## src/rtl/dsp_qaddsub_pkg.sv

```systemverilog
package dsp_qaddsub_pkg;

    // Registered state of the unit: only the sticky saturation indicator.
    typedef struct packed {
        logic sticky;
    } flag_state_t;

    // Operation encoding formed from {sub, dbl} for readability inside the datapath.
    typedef enum logic [1:0] {
        OP_ADD  = 2'b00,
        OP_DADD = 2'b01,
        OP_SUB  = 2'b10,
        OP_DSUB = 2'b11
    } sat_op_e;

endpackage

```

## src/rtl/dsp_sat_double.sv

```systemverilog
module dsp_sat_double #(
    parameter int W = 32
) (
    input  logic [W-1:0] val_i,
    output logic [W-1:0] dbl_o,
    output logic         ovf_o
);
    localparam logic [W-1:0] SAT_MAX = {1'b0, {(W-1){1'b1}}};
    localparam logic [W-1:0] SAT_MIN = {1'b1, {(W-1){1'b0}}};

    // Shifting left by one overflows exactly when the two top bits differ.
    always_comb begin
        ovf_o = val_i[W-1] ^ val_i[W-2];
        if (ovf_o) begin
            dbl_o = val_i[W-1] ? SAT_MIN : SAT_MAX;
        end else begin
            dbl_o = {val_i[W-2:0], 1'b0};
        end
    end

endmodule

```

## src/rtl/dsp_sat_addsub.sv

```systemverilog
module dsp_sat_addsub #(
    parameter int W = 32
) (
    input  logic [W-1:0] a_i,
    input  logic [W-1:0] b_i,
    input  logic         sub_i,
    output logic [W-1:0] y_o,
    output logic         ovf_o
);
    localparam logic [W-1:0] SAT_MAX = {1'b0, {(W-1){1'b1}}};
    localparam logic [W-1:0] SAT_MIN = {1'b1, {(W-1){1'b0}}};

    logic [W:0] a_ext;
    logic [W:0] b_ext;
    logic [W:0] raw;

    // One guard bit: the sign of the true result is raw[W]; overflow when it
    // disagrees with the truncated sign raw[W-1].
    always_comb begin
        a_ext = {a_i[W-1], a_i};
        b_ext = {b_i[W-1], b_i};
        raw   = sub_i ? (a_ext - b_ext) : (a_ext + b_ext);
        ovf_o = raw[W] ^ raw[W-1];
        if (ovf_o) begin
            y_o = raw[W] ? SAT_MIN : SAT_MAX;
        end else begin
            y_o = raw[W-1:0];
        end
    end

endmodule

```

## src/rtl/dsp_qaddsub.sv

```systemverilog
module dsp_qaddsub
    import dsp_qaddsub_pkg::*;
#(
    parameter int W = 32
) (
    input  logic         clk_i,
    input  logic         rst_ni,
    input  logic         valid_i,
    input  logic         sub_i,
    input  logic         dbl_i,
    input  logic         clr_i,
    input  logic [W-1:0] op_a_i,
    input  logic [W-1:0] op_b_i,
    output logic [W-1:0] res_o,
    output logic         sat_flag_o
);
    sat_op_e     op;
    logic [W-1:0] dbl_val;
    logic         dbl_ovf;
    logic         dbl_hit;
    logic [W-1:0] rhs;
    logic         fin_ovf;
    logic         any_sat;
    flag_state_t  st_d, st_q;

    assign op = sat_op_e'({sub_i, dbl_i});

    // Stage 1: saturating doubling of the second operand.
    dsp_sat_double #(.W(W)) i_double (
        .val_i (op_b_i),
        .dbl_o (dbl_val),
        .ovf_o (dbl_ovf)
    );

    // Stage 2: saturating add or subtract.
    dsp_sat_addsub #(.W(W)) i_addsub (
        .a_i   (op_a_i),
        .b_i   (rhs),
        .sub_i (sub_i),
        .y_o   (res_o),
        .ovf_o (fin_ovf)
    );

    always_comb begin
        st_d    = st_q;
        dbl_hit = 1'b0;
        rhs     = op_b_i;
        unique case (op)
            OP_DADD, OP_DSUB: begin
                rhs     = dbl_val;
                dbl_hit = dbl_ovf;
            end
            default: begin
                rhs     = op_b_i;
                dbl_hit = 1'b0;
            end
        endcase
        any_sat = valid_i & (dbl_hit | fin_ovf);
        if (any_sat) begin
            st_d.sticky = 1'b1;
        end else if (clr_i) begin
            st_d.sticky = 1'b0;
        end
    end

    always_ff @(posedge clk_i or negedge rst_ni) begin
        if (!rst_ni) begin
            st_q <= '0;
        end else begin
            st_q <= st_d;
        end
    end

    assign sat_flag_o = st_q.sticky;

    // Two non-negative addends never give a negative sum.
    p_add_nonneg_r1: assert property (@(posedge clk_i) disable iff (!rst_ni)
        (valid_i && !dbl_i && !sub_i && !op_a_i[W-1] && !op_b_i[W-1]) |-> !res_o[W-1]);

    // Doubling keeps the sign of its input.
    p_dbl_sign_r3: assert property (@(posedge clk_i) disable iff (!rst_ni)
        dbl_i |-> (dbl_val[W-1] == op_b_i[W-1]));

    // Final-stage saturation raises the flag.
    p_final_sets_r5: assert property (@(posedge clk_i) disable iff (!rst_ni)
        (valid_i && fin_ovf) |=> sat_flag_o);

    // Doubling saturation alone raises the flag.
    p_dbl_sets_r6: assert property (@(posedge clk_i) disable iff (!rst_ni)
        (valid_i && dbl_i && dbl_ovf) |=> sat_flag_o);

    // Without a clear the flag never falls.
    p_sticky_r7: assert property (@(posedge clk_i) disable iff (!rst_ni)
        (sat_flag_o && !clr_i) |=> sat_flag_o);

    // A clear with no operation empties the flag.
    p_clear_r8: assert property (@(posedge clk_i) disable iff (!rst_ni)
        (clr_i && !valid_i) |=> !sat_flag_o);

    // No strobe and no clear: flag holds.
    p_idle_hold_r9: assert property (@(posedge clk_i) disable iff (!rst_ni)
        (!valid_i && !clr_i) |=> $stable(sat_flag_o));

endmodule

```

## config.mk

```make
export PLATFORM = sky130hd
export DESIGN_NAME = dsp_qaddsub
export DESIGN_NICKNAME = d
export VERILOG_FILES = /design/src/rtl/dsp_qaddsub_pkg.sv /design/src/rtl/dsp_sat_double.sv /design/src/rtl/dsp_sat_addsub.sv /design/src/rtl/dsp_qaddsub.sv
export SDC_FILE = /design/constraint.sdc
export NUM_CORES = 1
export LEC_CHECK = 0
export BUFFER_PORTS_ARGS = -buffer_cell sky130_fd_sc_hd__buf_2
export CAP_MARGIN = 5
export CELL_PAD_IN_SITES_DETAIL_PLACEMENT = 1
export CELL_PAD_IN_SITES_GLOBAL_PLACEMENT = 2
export CORE_ASPECT_RATIO = 2
export CORE_UTILIZATION = 25
export DETAILED_ROUTE_END_ITERATION = 10
export PLACE_DENSITY = 0.75
export SLEW_MARGIN = 20
export SYNTH_ARGS = -nofsm -noshare
export SYNTH_HDL_FRONTEND = slang
export SYNTH_HIERARCHICAL = 1
export SYNTH_SLANG_ARGS = --single-unit
```

## constraint.sdc

```tcl
create_clock -name clk_i -period 6.85 [get_ports clk_i]
set_input_delay 0.685 -clock clk_i [delete_from_list [all_inputs] [get_ports clk_i]]
set_output_delay 0.685 -clock clk_i [all_outputs]
set_load 0.005 [all_outputs]
```

==> reports/results.md, run 1 <==
| Group | Quantity | Reported |
| --- | --- | --- |
| sta | Fmax | 0.155 GHz |
| synth | Sequential-to-total area share from yosys stat | 0.694% |
| worst setup path | Type of destination of the critical path | primary output |
| floorplan | Number of I/O pins | 103 |
| power and ir drop | Peak supply drop | 0.0635 mV |
| worst setup path | Startpoint types | input pin |
| synth | Number of enable-type register cells in the synthesized netlist | 0 |
| final layout | Number of flip-flops in the largest register | 1 |
| sta | Final setup violation count | 0 |
| hold path | Min-delay worst type | input pin to async pin |
| route | Detailed router's first-iteration violation count | 101 |
| worst setup path | Data arrival, critical path | 5770 ps |
| synth | Post-Synthesis Cell Area | 0.00361 mm^2 |
| worst setup path | Delay of the slowest cell on the worst path | 560 ps |
| final layout | Post-route design area | 0.00482 mm^2 |
| sta | Final cycle utilization of the critical path | 94.3% |
| synth | Async SR Flop Fraction | 100% |
| global route | Largest net degree at the start of global routing | 34 |
| synth | Number of nets in the synthesized netlist | 619 |
| sta | Measured slew at the worst slew-check pin | 1000 ps |
| synth | Seq cells post-synth | 1 |
| route | Drc violations | 0 |
| synth | Top cell type's share of synthesized area | 12.8% |
| sta | Min setup slack post-route | 391 ps |
| final layout | Leading cell type in the layout, fill and taps excluded | sky130_fd_sc_hd__buf_2 |
| power and ir drop | Leakage component of the power | 2.33 nW |
| worst setup path | Worst Reg2Reg Path Length in Cells | 2 |
| global route | Initial antenna violation count | 0 |
| floorplan | Row cnt | 61 |
| synth | Yosys warning total | 6 |
| worst setup path | Kind of critical path | input pin to primary output |
| route | Detail Route Antenna Nets | 0 |
| cts | Hold buffers post-CTS | 0 |
| place | Count of buffers inserted at the top-level ports | 102 |
| global route | First-pass GRT wire length | 21,700 um |
| floorplan | Die height | 172 um |
| sta | Number of pins with negative max-slew slack in the final report | 0 |
| place | Sum of net half-perimeters after detailed placement | 12,200 um |
| final layout | Ant diodes | 0 |
| floorplan | Area of the placeable core | 0.0140 mm^2 |
| synth | Cell count after synthesis | 512 |
| floorplan | Starting Density | 25.8% |
| route | Wirelength, routed | 13,900 um |
| sta | Worst slew slack as a fraction of its limit | 32.6% |
| route | Total vias in the final route | 4,183 |
| global route | Global route total overflow | 0 |
| synth | Number of unique standard cell types used by synthesis | 58 |
| final layout | Relative area change from synthesis to final layout | 33.6% |
| route | Via count normalized by instance count | 4.93 |
| floorplan | Horizontal die dimension | 86.9 um |
| route | Routed length per placed instance | 16.4 um |
| global route | Total Routing Usage GR | 18.4% |
| worst setup path | Worst Path Required | 6160 ps |
| route | Initial DRT Pass Iterations | 4 |
| synth | Largest area contributor in the netlist | sky130_fd_sc_hd__a21oi_1 |
| outcome | Outcome | finished clean |
| sta | Final hold vios | 0 |
| sta | Setup Skew | 0 ps |
| place | Cell area after placement | 0.00467 mm^2 |
| final layout | Fraction of final layout cells with drive strength greater than 1 | 34.0% |
| worst setup path | Crit Path Max Fanout | 25 |
| job | # Max-Cap Violations | 0 |
| sta | RSZ-0062 raised after global routing | false |
| synth | Most area-consuming cells after synthesis | sky130_fd_sc_hd__a21oi_1, sky130_fd_sc_hd__ha_1, sky130_fd_sc_hd__xnor2_1 |
| sta | Minimum clock period | 6460 ps |
| final layout | Highest-count cells in the layout ignoring fill and taps | sky130_fd_sc_hd__buf_2, sky130_fd_sc_hd__a21oi_1, sky130_fd_sc_hd__buf_4 |
| power and ir drop | Power density over the cells | 210 mW/mm^2 |
| floorplan | Total die area | 0.0149 mm^2 |
| synth | Post-synthesis average cell area | 7.04 um^2 |
| final layout | Number of nets in the finished design | 768 |
| place | Last weighted congestion value of the routability-driven placer | 0.900 |
| global route | Vias in the first global route | 4,579 |
| cts | Clk Latency, worst-skew pair | 0 ps |
| cts | Clock transition at the registers of the reported paths | 0 ps |
| place | Post-placement worst setup slack | 61.2 ps |
| synth | Leading register cell type out of synthesis | sky130_fd_sc_hd__dfrtp_1 |
| worst setup path | Master of the slowest instance on the critical path | sky130_fd_sc_hd__or4_1 |
| final layout | Filler cell count in the final layout | 1,767 |
-- kinds of logic (layout without fill, tap and decap cells) --
logic type | after synthesis | in the layout | share of synthesized area, %
and+or+nand+nor | 124 | 125 | 17.1
AOI/OAI and AO/OA | 176 | 176 | 28.8
DFF | 1 | 1 | 0.694
muxes | 34 | 34 | 13.6
adders and majority gates | 42 | 42 | 14.4
xor gates and xnor gates | 62 | 62 | 15.6
buffers and inverters | 73 | 219 | 9.78
-- power breakdown --
| group | internal [mW] | switching (mW) | leakage, nW |
|---|---|---|---|
| Clock | 0 | 0 | 0 |
| Sequential | 0.00824 | 0.00116 | 0.0119 |
| Combinational | 0.482 | 0.523 | 2.32 |
| Total | 0.490 | 0.524 | 2.33 |
-- critical path, delay by kind of cell --
kind | cells | cell delay (ps)
AOI/OAI and AO/OA | 6 | 960
and+or+nand+nor | 11 | 1840
buffers and inverters | 8 | 990
muxes | 1 | 260
xor gates and xnor gates | 2 | 440
adders and majority gates | 2 | 590
-- worst paths after layout --
check / start / end / slack (ps)
hold reg to reg: sat_flag_o / sat_flag_o / 530
setup reg to reg: sat_flag_o / sat_flag_o / 6240
setup / recovery: op_b_i[30] / res_o[28] / 390
min in group clk_i: sat_flag_o / sat_flag_o / 530
hold / removal: rst_ni / sat_flag_o / 460
max in group asynchronous: rst_ni / sat_flag_o / 6300
-- per-layer routing --
metal | GRT usage [%] | share of wire [%] | up-vias
met5 | 0 | 0 | -
met4 | 7.17 | 4.5 | 0
met3 | 0.960 | 2.4 | 29
met2 | 38.7 | 58 | 84
met1 | 17.6 | 35 | 1952
li1 | - | - | 2118
-- Yosys cell counts, types with 2 or more instances --
cell type and number:
sky130_fd_sc_hd__a2111oi_0 3, sky130_fd_sc_hd__a211o_1 4, sky130_fd_sc_hd__a211oi_1 5, sky130_fd_sc_hd__a21o_1 13
sky130_fd_sc_hd__a21oi_1 92, sky130_fd_sc_hd__a221oi_1 2, sky130_fd_sc_hd__a31oi_1 6, sky130_fd_sc_hd__and2_1 2
sky130_fd_sc_hd__and3_1 4, sky130_fd_sc_hd__buf_12 3, sky130_fd_sc_hd__buf_2 6, sky130_fd_sc_hd__buf_6 3
sky130_fd_sc_hd__clkbuf_1 14, sky130_fd_sc_hd__ha_1 36, sky130_fd_sc_hd__inv_1 47, sky130_fd_sc_hd__maj3_1 5
sky130_fd_sc_hd__mux2_2 3, sky130_fd_sc_hd__mux2_4 29, sky130_fd_sc_hd__mux2i_1 2, sky130_fd_sc_hd__nand2_1 19
sky130_fd_sc_hd__nand2b_1 6, sky130_fd_sc_hd__nand3_1 8, sky130_fd_sc_hd__nand4_1 4, sky130_fd_sc_hd__nor2_1 47
sky130_fd_sc_hd__nor2b_1 8, sky130_fd_sc_hd__nor3_1 8, sky130_fd_sc_hd__nor4_1 6, sky130_fd_sc_hd__o211ai_1 4
sky130_fd_sc_hd__o21a_1 5, sky130_fd_sc_hd__o21ai_0 24, sky130_fd_sc_hd__o21ai_1 4, sky130_fd_sc_hd__o21bai_1 2
sky130_fd_sc_hd__o22ai_1 2, sky130_fd_sc_hd__or2_2 2, sky130_fd_sc_hd__or4_1 2, sky130_fd_sc_hd__xnor2_1 51
sky130_fd_sc_hd__xor2_1 10
-- per-stage QoR --
step / hold slack (ps) / utilization, % / TNS, ps / power (mW) / instances
6_report: 462 / 34.5 / 0 / 1.01 / 848
5_1_grt: 469 / 34.5 / 0 / 1.12 / 848
4_1_cts: 464 / 33.4 / 0 / 0.964 / 840
3_5_place_dp: 464 / 33.4 / 0 / 0.960 / 840
3_3_place_gp: 461 / 33.4 / -435 / 0.939 / 840
2_1_floorplan: 389 / - / 0 / 0.587 / 512
-- area by class of cell --
class | count | area, um^2 | area share [%]
flip-flops and latches | 1 | 25.0 | 0.519
well taps | 189 | 236 | 4.91
inverters | 47 | 176 | 3.66
multi-input cells | 439 | 3310 | 68.8
repair buffers | 172 | 1060 | 22.1
-- repair_timing --
action | 4_1_cts | 5_1_grt
buffers inserted | 0 | 7
setup endpoints to repair | 0 | 31
resized for setup | 0 | 16
Power figures use the tool's default switching activity.
==> inputs of run 2 (changes only) <==
Settings changed: ABC_AREA from default to 1, PLACE_DENSITY 0.75 to 0.8.
==> run 2 against run 1 <==
- first-iteration DRC count down 9.9%
- synthesized cell count up 64%
- global-route usage about the same
- utilization down 5.6 points
- fmax up 5.9%
- critical endpoint is now res_o[4]
- largest cell class unchanged
==> reports/results.md, run 2 <==
| Group | Quantity | Reported | Delta |
| --- | --- | --- | --- |
| final layout | Fraction of final layout cells with drive strength greater than 1 | 18.7% | -15 points |
| floorplan | Area of the placeable core | 0.0173 mm^2 | +24% |
| global route | Total Routing Usage GR | 18.3% | about the same |
| synth | Async SR Flop Fraction | 100% | unchanged |
| route | Routed length on met1 | 5860 um | +20% |
| route | Routed length per placed instance | 14.2 um | -13% |
| power and ir drop | Peak supply drop | 0.0570 mV | -10% |
| route | Drc violations | 0 | unchanged |
| synth | Post-Synthesis Cell Area | 0.00440 mm^2 | +22% |
| outcome | Outcome | finished clean |  |
| synth | Seq cells post-synth | 1 | unchanged |
| route | Initial DRT Pass Iterations | 4 | unchanged |
| final layout | Ant diodes | 0 | unchanged |
| final layout | Relative area change from synthesis to final layout | 13.5% |  |
| sta | Worst slew slack as a fraction of its limit | 50.5% | +18 points |
| sta | Final hold vios | 0 | unchanged |
| sta | Aggregate negative setup slack | 0 ps | unchanged |
| route | Via count normalized by instance count | 4.58 | -7.1% |
| sta | Min setup slack post-route | 753 ps | +362 ps |
| final layout | Leading cell type in the layout, fill and taps excluded | sky130_fd_sc_hd__nand2_1 |  |
| hold path | Min-delay worst type | input pin to async pin |  |
| place | Count of buffers inserted at the top-level ports | 102 | unchanged |
| route | Total length of routed met2 wires | 9410 um | +17% |
| synth | Largest area contributor in the netlist | sky130_fd_sc_hd__nand2_1 |  |
| sta | RSZ-0062 raised after global routing | false |  |
| synth | Leading register cell type out of synthesis | sky130_fd_sc_hd__dfrtp_1 |  |
| global route | Largest net degree at the start of global routing | 34 | unchanged |
| global route | Initial antenna violation count | 0 | unchanged |
| worst setup path | Startpoint types | input pin |  |
| floorplan | Starting Density | 25.5% | -0.36 points |
| final layout | Number of flip-flops in the largest register | 1 | unchanged |
| synth | Sequential-to-total area share from yosys stat | 0.569% | -0.12 points |
| floorplan | Die height | 190 um | +10% |
| sta | Measured slew at the worst slew-check pin | 735 ps | -267 ps |
| route | Wirelength, routed | 16,100 um | +16% |
| sta | Minimum clock period | 6100 ps | -362 ps |
| synth | Top cell type's share of synthesized area | 24.4% | +12 points |
| final layout | Filler cell count in the final layout | 2,461 | +39% |
| worst setup path | Kind of critical path | input pin to primary output |  |
| route | Detail Route Antenna Nets | 0 | unchanged |
| cts | Hold buffers post-CTS | 0 | unchanged |
| global route | Vias in the first global route | 5,480 | +20% |
| floorplan | Horizontal die dimension | 95.8 um | +10% |
| synth | Leading cell types by count after synthesis | sky130_fd_sc_hd__nand2_1, sky130_fd_sc_hd__inv_1, sky130_fd_sc_hd__nor2_1, sky130_fd_sc_hd__a21oi_1, sky130_fd_sc_hd__ha_1 |  |
| sta | Final setup violation count | 0 | unchanged |
| global route | First-pass GRT wire length | 26,300 um | +21% |
| route | Total vias in the final route | 5,202 | +24% |
| synth | Yosys warning total | 6 | unchanged |
| cts | Clock transition at the registers of the reported paths | 0 ps | unchanged |
| job | # Max-Cap Violations | 0 | unchanged |
| route | Met3 wirelength from detailed routing | 319 um | -3.3% |
| synth | Post-synthesis average cell area | 5.23 um^2 | -26% |
| route | Top Layer Used | met4 |  |
| synth | Count leader, synth | sky130_fd_sc_hd__nand2_1 |  |
| synth | Number of unique standard cell types used by synthesis | 36 | -38% |
| synth | Cell count after synthesis | 841 | +64% |
| power and ir drop | Leakage component of the power | 2.88 nW | +23% |
| final layout | Highest-count cells in the layout ignoring fill and taps | sky130_fd_sc_hd__nand2_1, sky130_fd_sc_hd__inv_1, sky130_fd_sc_hd__buf_2 |  |
| worst setup path | Worst Path Required | 6160 ps | about the same |
| worst setup path | Type of destination of the critical path | primary output |  |
| floorplan | Total die area | 0.0182 mm^2 | +22% |
| floorplan | Row cnt | 68 | +11% |
| worst setup path | Data arrival, critical path | 5410 ps | -360 ps |
| synth | Number of enable-type register cells in the synthesized netlist | 0 | unchanged |
| sta | Final cycle utilization of the critical path | 89.0% | -5.3 points |
| sta | Fin Hold WS | 460 ps | -1.74 ps |
| power and ir drop | Power density over the cells | 176 mW/mm^2 | -17% |
| place | Post-placement worst setup slack | 481 ps | +420 ps |
| worst setup path | Crit Path Max Fanout | 33 | +32% |
| final layout | Number of nets in the finished design | 1,034 | +35% |
| global route | Global route total overflow | 0 | unchanged |
| place | Sum of net half-perimeters after detailed placement | 14,800 um | +21% |
| sta | Setup Skew | 0 ps | unchanged |
| floorplan | Number of I/O pins | 103 | unchanged |
| synth | Number of nets in the synthesized netlist | 948 | +53% |
| cts | Clk Latency, worst-skew pair | 0 ps | unchanged |
| route | Detailed router's first-iteration violation count | 91 | -9.9% |
| sta | Fmax | 0.164 GHz | +5.9% |
| place | Last weighted congestion value of the routability-driven placer | 0.861 | -4.3% |
| sta | Number of pins with negative max-slew slack in the final report | 0 | unchanged |
| power and ir drop | Overall power | 0.877 mW | -14% |
| synth | Most area-consuming cells after synthesis | sky130_fd_sc_hd__nand2_1, sky130_fd_sc_hd__inv_1, sky130_fd_sc_hd__ha_1 |  |
==> run 2: changes by cell type after synthesis, sizes merged, moves of 18 or more <==
cell and delta:
inv +84, o21ai +53, nand3 +22, nand2 +298
a21oi -54, xnor2 -29, xor2 +18, mux2 -32
nor2 +39
==> run 2: metrics by stage <==
stage | util, % | cells | area (um^2)
after global placement | 28.9 | 1135 | 4990
after CTS | 28.9 | 1135 | 4990
after floorplan | - | 841 | 4400
after global routing | 28.9 | 1135 | 4990
final | 28.9 | 1135 | 4990
after detailed placement | 28.9 | 1135 | 4990
==> run 2: final timing paths <==
kind                             from  depth (start not counted)  slack [ps]         end
max                        op_b_i[31]                         25         750    res_o[4]
min                            rst_ni                          1         460  sat_flag_o
max reg2reg                sat_flag_o                          2        6270  sat_flag_o
min reg2reg                sat_flag_o                          2         460  sat_flag_o
max in group asynchronous      rst_ni                          1        6310  sat_flag_o
min in group clk_i         sat_flag_o                          2         460  sat_flag_o
==> run 2: what timing repair did <==
action / CTS / global route
setup endpoints to repair: 0 / 2
buffers inserted: 0 / 0
gates resized for setup: 0 / 1
==> run 2: layout make-up <==
type | count | area (um^2) | share of cell area, %
Inverter | 131 | 494 | 9.90
Multi-Input combinational cell | 684 | 3650 | 73.1
Sequential cell | 1 | 25.0 | 0.501
Tap cell | 210 | 263 | 5.26
Timing Repair Buffer | 109 | 563 | 11.3
==> run 2: power by group <==
group          switching (mW)  internal [mW]
Clock                       0              0
Combinational           0.540          0.328
Sequential           0.000713        0.00769
==> run 2: per-layer routing <==
layer / vias to the layer above / GRT usage, %
met4: 0 / 4.65
li1: 2781 / -
met3: 20 / 0.520
met2: 68 / 38.8
met5: - / 0
met1: 2333 / 18.4
==> run 2: worst max-delay path, cell delays in order <==
cell and delay (ps):
sky130_fd_sc_hd__buf_2 90, sky130_fd_sc_hd__buf_4 330, sky130_fd_sc_hd__inv_1 80, sky130_fd_sc_hd__ha_1 240
sky130_fd_sc_hd__nand2_1 120, sky130_fd_sc_hd__o21ai_0 200, sky130_fd_sc_hd__inv_1 140, sky130_fd_sc_hd__nand3_1 140
sky130_fd_sc_hd__nor3_2 270, sky130_fd_sc_hd__nand2_1 170, sky130_fd_sc_hd__o21ai_1 200, sky130_fd_sc_hd__o21ai_0 220
sky130_fd_sc_hd__nor2_1 270, sky130_fd_sc_hd__xor2_1 120, sky130_fd_sc_hd__ha_1 450, sky130_fd_sc_hd__nand2_1 140
sky130_fd_sc_hd__nor2_1 160, sky130_fd_sc_hd__and2_1 180, sky130_fd_sc_hd__and3_1 170, sky130_fd_sc_hd__nand2_2 60
sky130_fd_sc_hd__nand3_1 120, sky130_fd_sc_hd__nand2_4 80, sky130_fd_sc_hd__nand2_2 420, sky130_fd_sc_hd__o21ai_0 180
sky130_fd_sc_hd__buf_2 160
==> run 2: kinds of logic after synthesis <==
logic type,share of synthesized area [%]
simple gates,44.6
buf+inv,16.5
compound gates,17.4
xor+xnor,10.2
fa+ha+maj,10.7
flops,0.569
==> inputs of run 3 (changes only) <==
Settings changed: ABC_AREA 1 to 0, PLACE_DENSITY 0.8 to 0.75, RECOVER_POWER from default to 50.
==> run 3 against run 2 <==
- setup slack worse by 350 ps
- utilization up 5.5 points
- register-to-register slack worse by 20 ps
- via count down 20%
- sequential share of layout area about the same
- critical path depth up 5
- critical endpoint is now res_o[28]
- largest cell class unchanged
==> reports/results.md, run 3 (same netlist as run 1, synthesis figures left out) <==
| Group | Quantity | Reported | Delta |
| --- | --- | --- | --- |
| outcome | Outcome | finished clean |  |
| route | Via count normalized by instance count | 4.94 | +7.7% |
| hold path | Min-delay worst type | input pin to async pin |  |
| worst setup path | Data arrival, critical path | 5760 ps | +350 ps |
| place | Last weighted congestion value of the routability-driven placer | 0.900 | +4.5% |
| final layout | Number of flip-flops in the largest register | 1 | unchanged |
| floorplan | Starting Density | 25.8% | +0.36 points |
| floorplan | Row cnt | 61 | -10% |
| global route | Initial antenna violation count | 0 | unchanged |
| place | Count of buffers inserted at the top-level ports | 102 | unchanged |
| floorplan | Number of I/O pins | 103 | unchanged |
| sta | Aggregate negative setup slack | 0 ps | unchanged |
| sta | Worst slew slack as a fraction of its limit | 35.1% | -15 points |
| final layout | Leading cell type in the layout, fill and taps excluded | sky130_fd_sc_hd__buf_2 |  |
| sta | Number of pins with negative max-slew slack in the final report | 0 | unchanged |
| sta | Final setup violation count | 0 | unchanged |
| global route | Global route total overflow | 0 | unchanged |
| final layout | Highest-count cells in the layout ignoring fill and taps | sky130_fd_sc_hd__buf_2, sky130_fd_sc_hd__a21oi_1, sky130_fd_sc_hd__buf_4 |  |
| place | Sum of net half-perimeters after detailed placement | 12,200 um | -18% |
| worst setup path | Launch point of the worst path | op_b_i[30] |  |
| place | Cell area after placement | 0.00467 mm^2 | -6.4% |
| power and ir drop | Overall power | 1.01 mW | +15% |
| final layout | Fraction of final layout cells with drive strength greater than 1 | 33.4% | +15 points |
| route | Drc violations | 0 | unchanged |
| final layout | Number of nets in the finished design | 768 | -26% |
| power and ir drop | Peak supply drop | 0.0627 mV | +9.9% |
| power and ir drop | Leakage component of the power | 2.33 nW | -19% |
| floorplan | Area of the placeable core | 0.0140 mm^2 | -19% |
| sta | Fin Hold WS | 461 ps | +1.33 ps |
| floorplan | Die height | 172 um | -9.3% |
| route | Wirelength, routed | 13,900 um | -14% |
| global route | Largest net degree at the start of global routing | 34 | unchanged |
| route | Detailed router's first-iteration violation count | 106 | +16% |
| worst setup path | Kind of critical path | input pin to primary output |  |
| sta | Final hold vios | 0 | unchanged |
| worst setup path | Crit Path Max Fanout | 25 | -24% |
| job | # Max-Cap Violations | 0 | unchanged |
| final layout | Post-route design area | 0.00481 mm^2 | -3.7% |
| worst setup path | Type of destination of the critical path | primary output |  |
| worst setup path | Master of the slowest instance on the critical path | sky130_fd_sc_hd__or4_1 |  |
| sta | RSZ-0062 raised after global routing | false |  |
| worst setup path | Startpoint types | input pin |  |
| sta | Setup Skew | 0 ps | unchanged |
| cts | Hold buffers post-CTS | 0 | unchanged |
| route | Routed length per placed instance | 16.3 um | +15% |
| sta | Fmax | 0.155 GHz | -5.5% |
| floorplan | Total die area | 0.0149 mm^2 | -18% |
| cts | Clock transition at the registers of the reported paths | 0 ps | unchanged |
| power and ir drop | Power density over the cells | 210 mW/mm^2 | +20% |
| worst setup path | Worst Path Required | 6160 ps | about the same |
| cts | Clk Latency, worst-skew pair | 0 ps | unchanged |
| final layout | Ant diodes | 0 | unchanged |
| global route | First-pass GRT wire length | 21,700 um | -17% |
| worst setup path | R2r startpoint | sat_flag_o |  |
| worst setup path | Delay of the slowest cell on the worst path | 560 ps | +110 ps |
| floorplan | Horizontal die dimension | 86.9 um | -9.2% |
| route | Detail Route Antenna Nets | 0 | unchanged |
| route | Total vias in the final route | 4,185 | -20% |
| sta | Measured slew at the worst slew-check pin | 963 ps | +229 ps |
| sta | Final cycle utilization of the critical path | 94.2% | +5.1 points |
| worst setup path | CP delay by family, top | simple AND/OR/NAND/NOR gates |  |
| sta | Minimum clock period | 6450 ps | +353 ps |
| route | Initial DRT Pass Iterations | 4 | unchanged |
| final layout | Relative area change from synthesis to final layout | 33.3% |  |
| worst setup path | Number of buffers and inverters on the critical path | 8 | +3 |
| global route | Total Routing Usage GR | 18.4% | about the same |
| global route | Vias in the first global route | 4,579 | -16% |
## run 3: cell types whose count changed in the layout (fill, tap and decap cells not counted), sizes merged, moves of 22 or more
cell   previous run  this run
nand2           318        20
inv             131        47
buf             109       169
a21oi            38        92
o21ai            81        28
nor2             87        49
mux2              0        32
xnor2            23        52
nand3            30         8
## run 3: final cells by class
class / count / area [um^2]
Timing Repair Buffer: 172 / 1060
Fill cell: 1767 / 9160
Multi-Input combinational cell: 439 / 3310
Sequential cell: 1 / 25.0
Inverter: 47 / 176
Tap cell: 189 / 236
## run 3: per-layer routing
metal  up-vias  GRT usage, %  part of all wire, %
met4         0          7.17                  4.5
met2        82          38.7                   58
met5         -             0                    0
met3        29         0.960                  2.4
met1      1955          17.6                   35
li1       2119             -                    -
## run 3: path summary, 6_finish.rpt
kind | end | slack [ps] | depth (start not counted)
max | res_o[28] | 400 | 30
min | sat_flag_o | 460 | 1
max reg2reg | sat_flag_o | 6250 | 2
min reg2reg | sat_flag_o | 520 | 2
max in group asynchronous | sat_flag_o | 6300 | 1
min in group clk_i | sat_flag_o | 520 | 2
## run 3: timing repair
item	in CTS	in global routing
setup buffers	0	7
gates resized for setup	0	16
endpoints found under the setup margin	0	31
## run 3: metrics by stage
| step | setup WS (ps) | instances | util (%) |
|---|---|---|---|
| finish | 400 | 848 | 34.4 |
| global route | 10.9 | 848 | 34.4 |
| CTS | 56.4 | 840 | 33.4 |
| detailed placement | 61.2 | 840 | 33.4 |
| global placement | -70.5 | 840 | 33.4 |
| floorplan | 554 | 512 | - |
## run 3: power by group
| group | leakage [nW] | switching [mW] | total (mW) | internal, mW |
|---|---|---|---|---|
| combinational | 2.32 | 0.523 | 1.00 | 0.479 |
| sequential | 0.0119 | 0.000973 | 0.00921 | 0.00823 |
| clock | 0 | 0 | 0 | 0 |
| total | 2.33 | 0.524 | 1.01 | 0.487 |
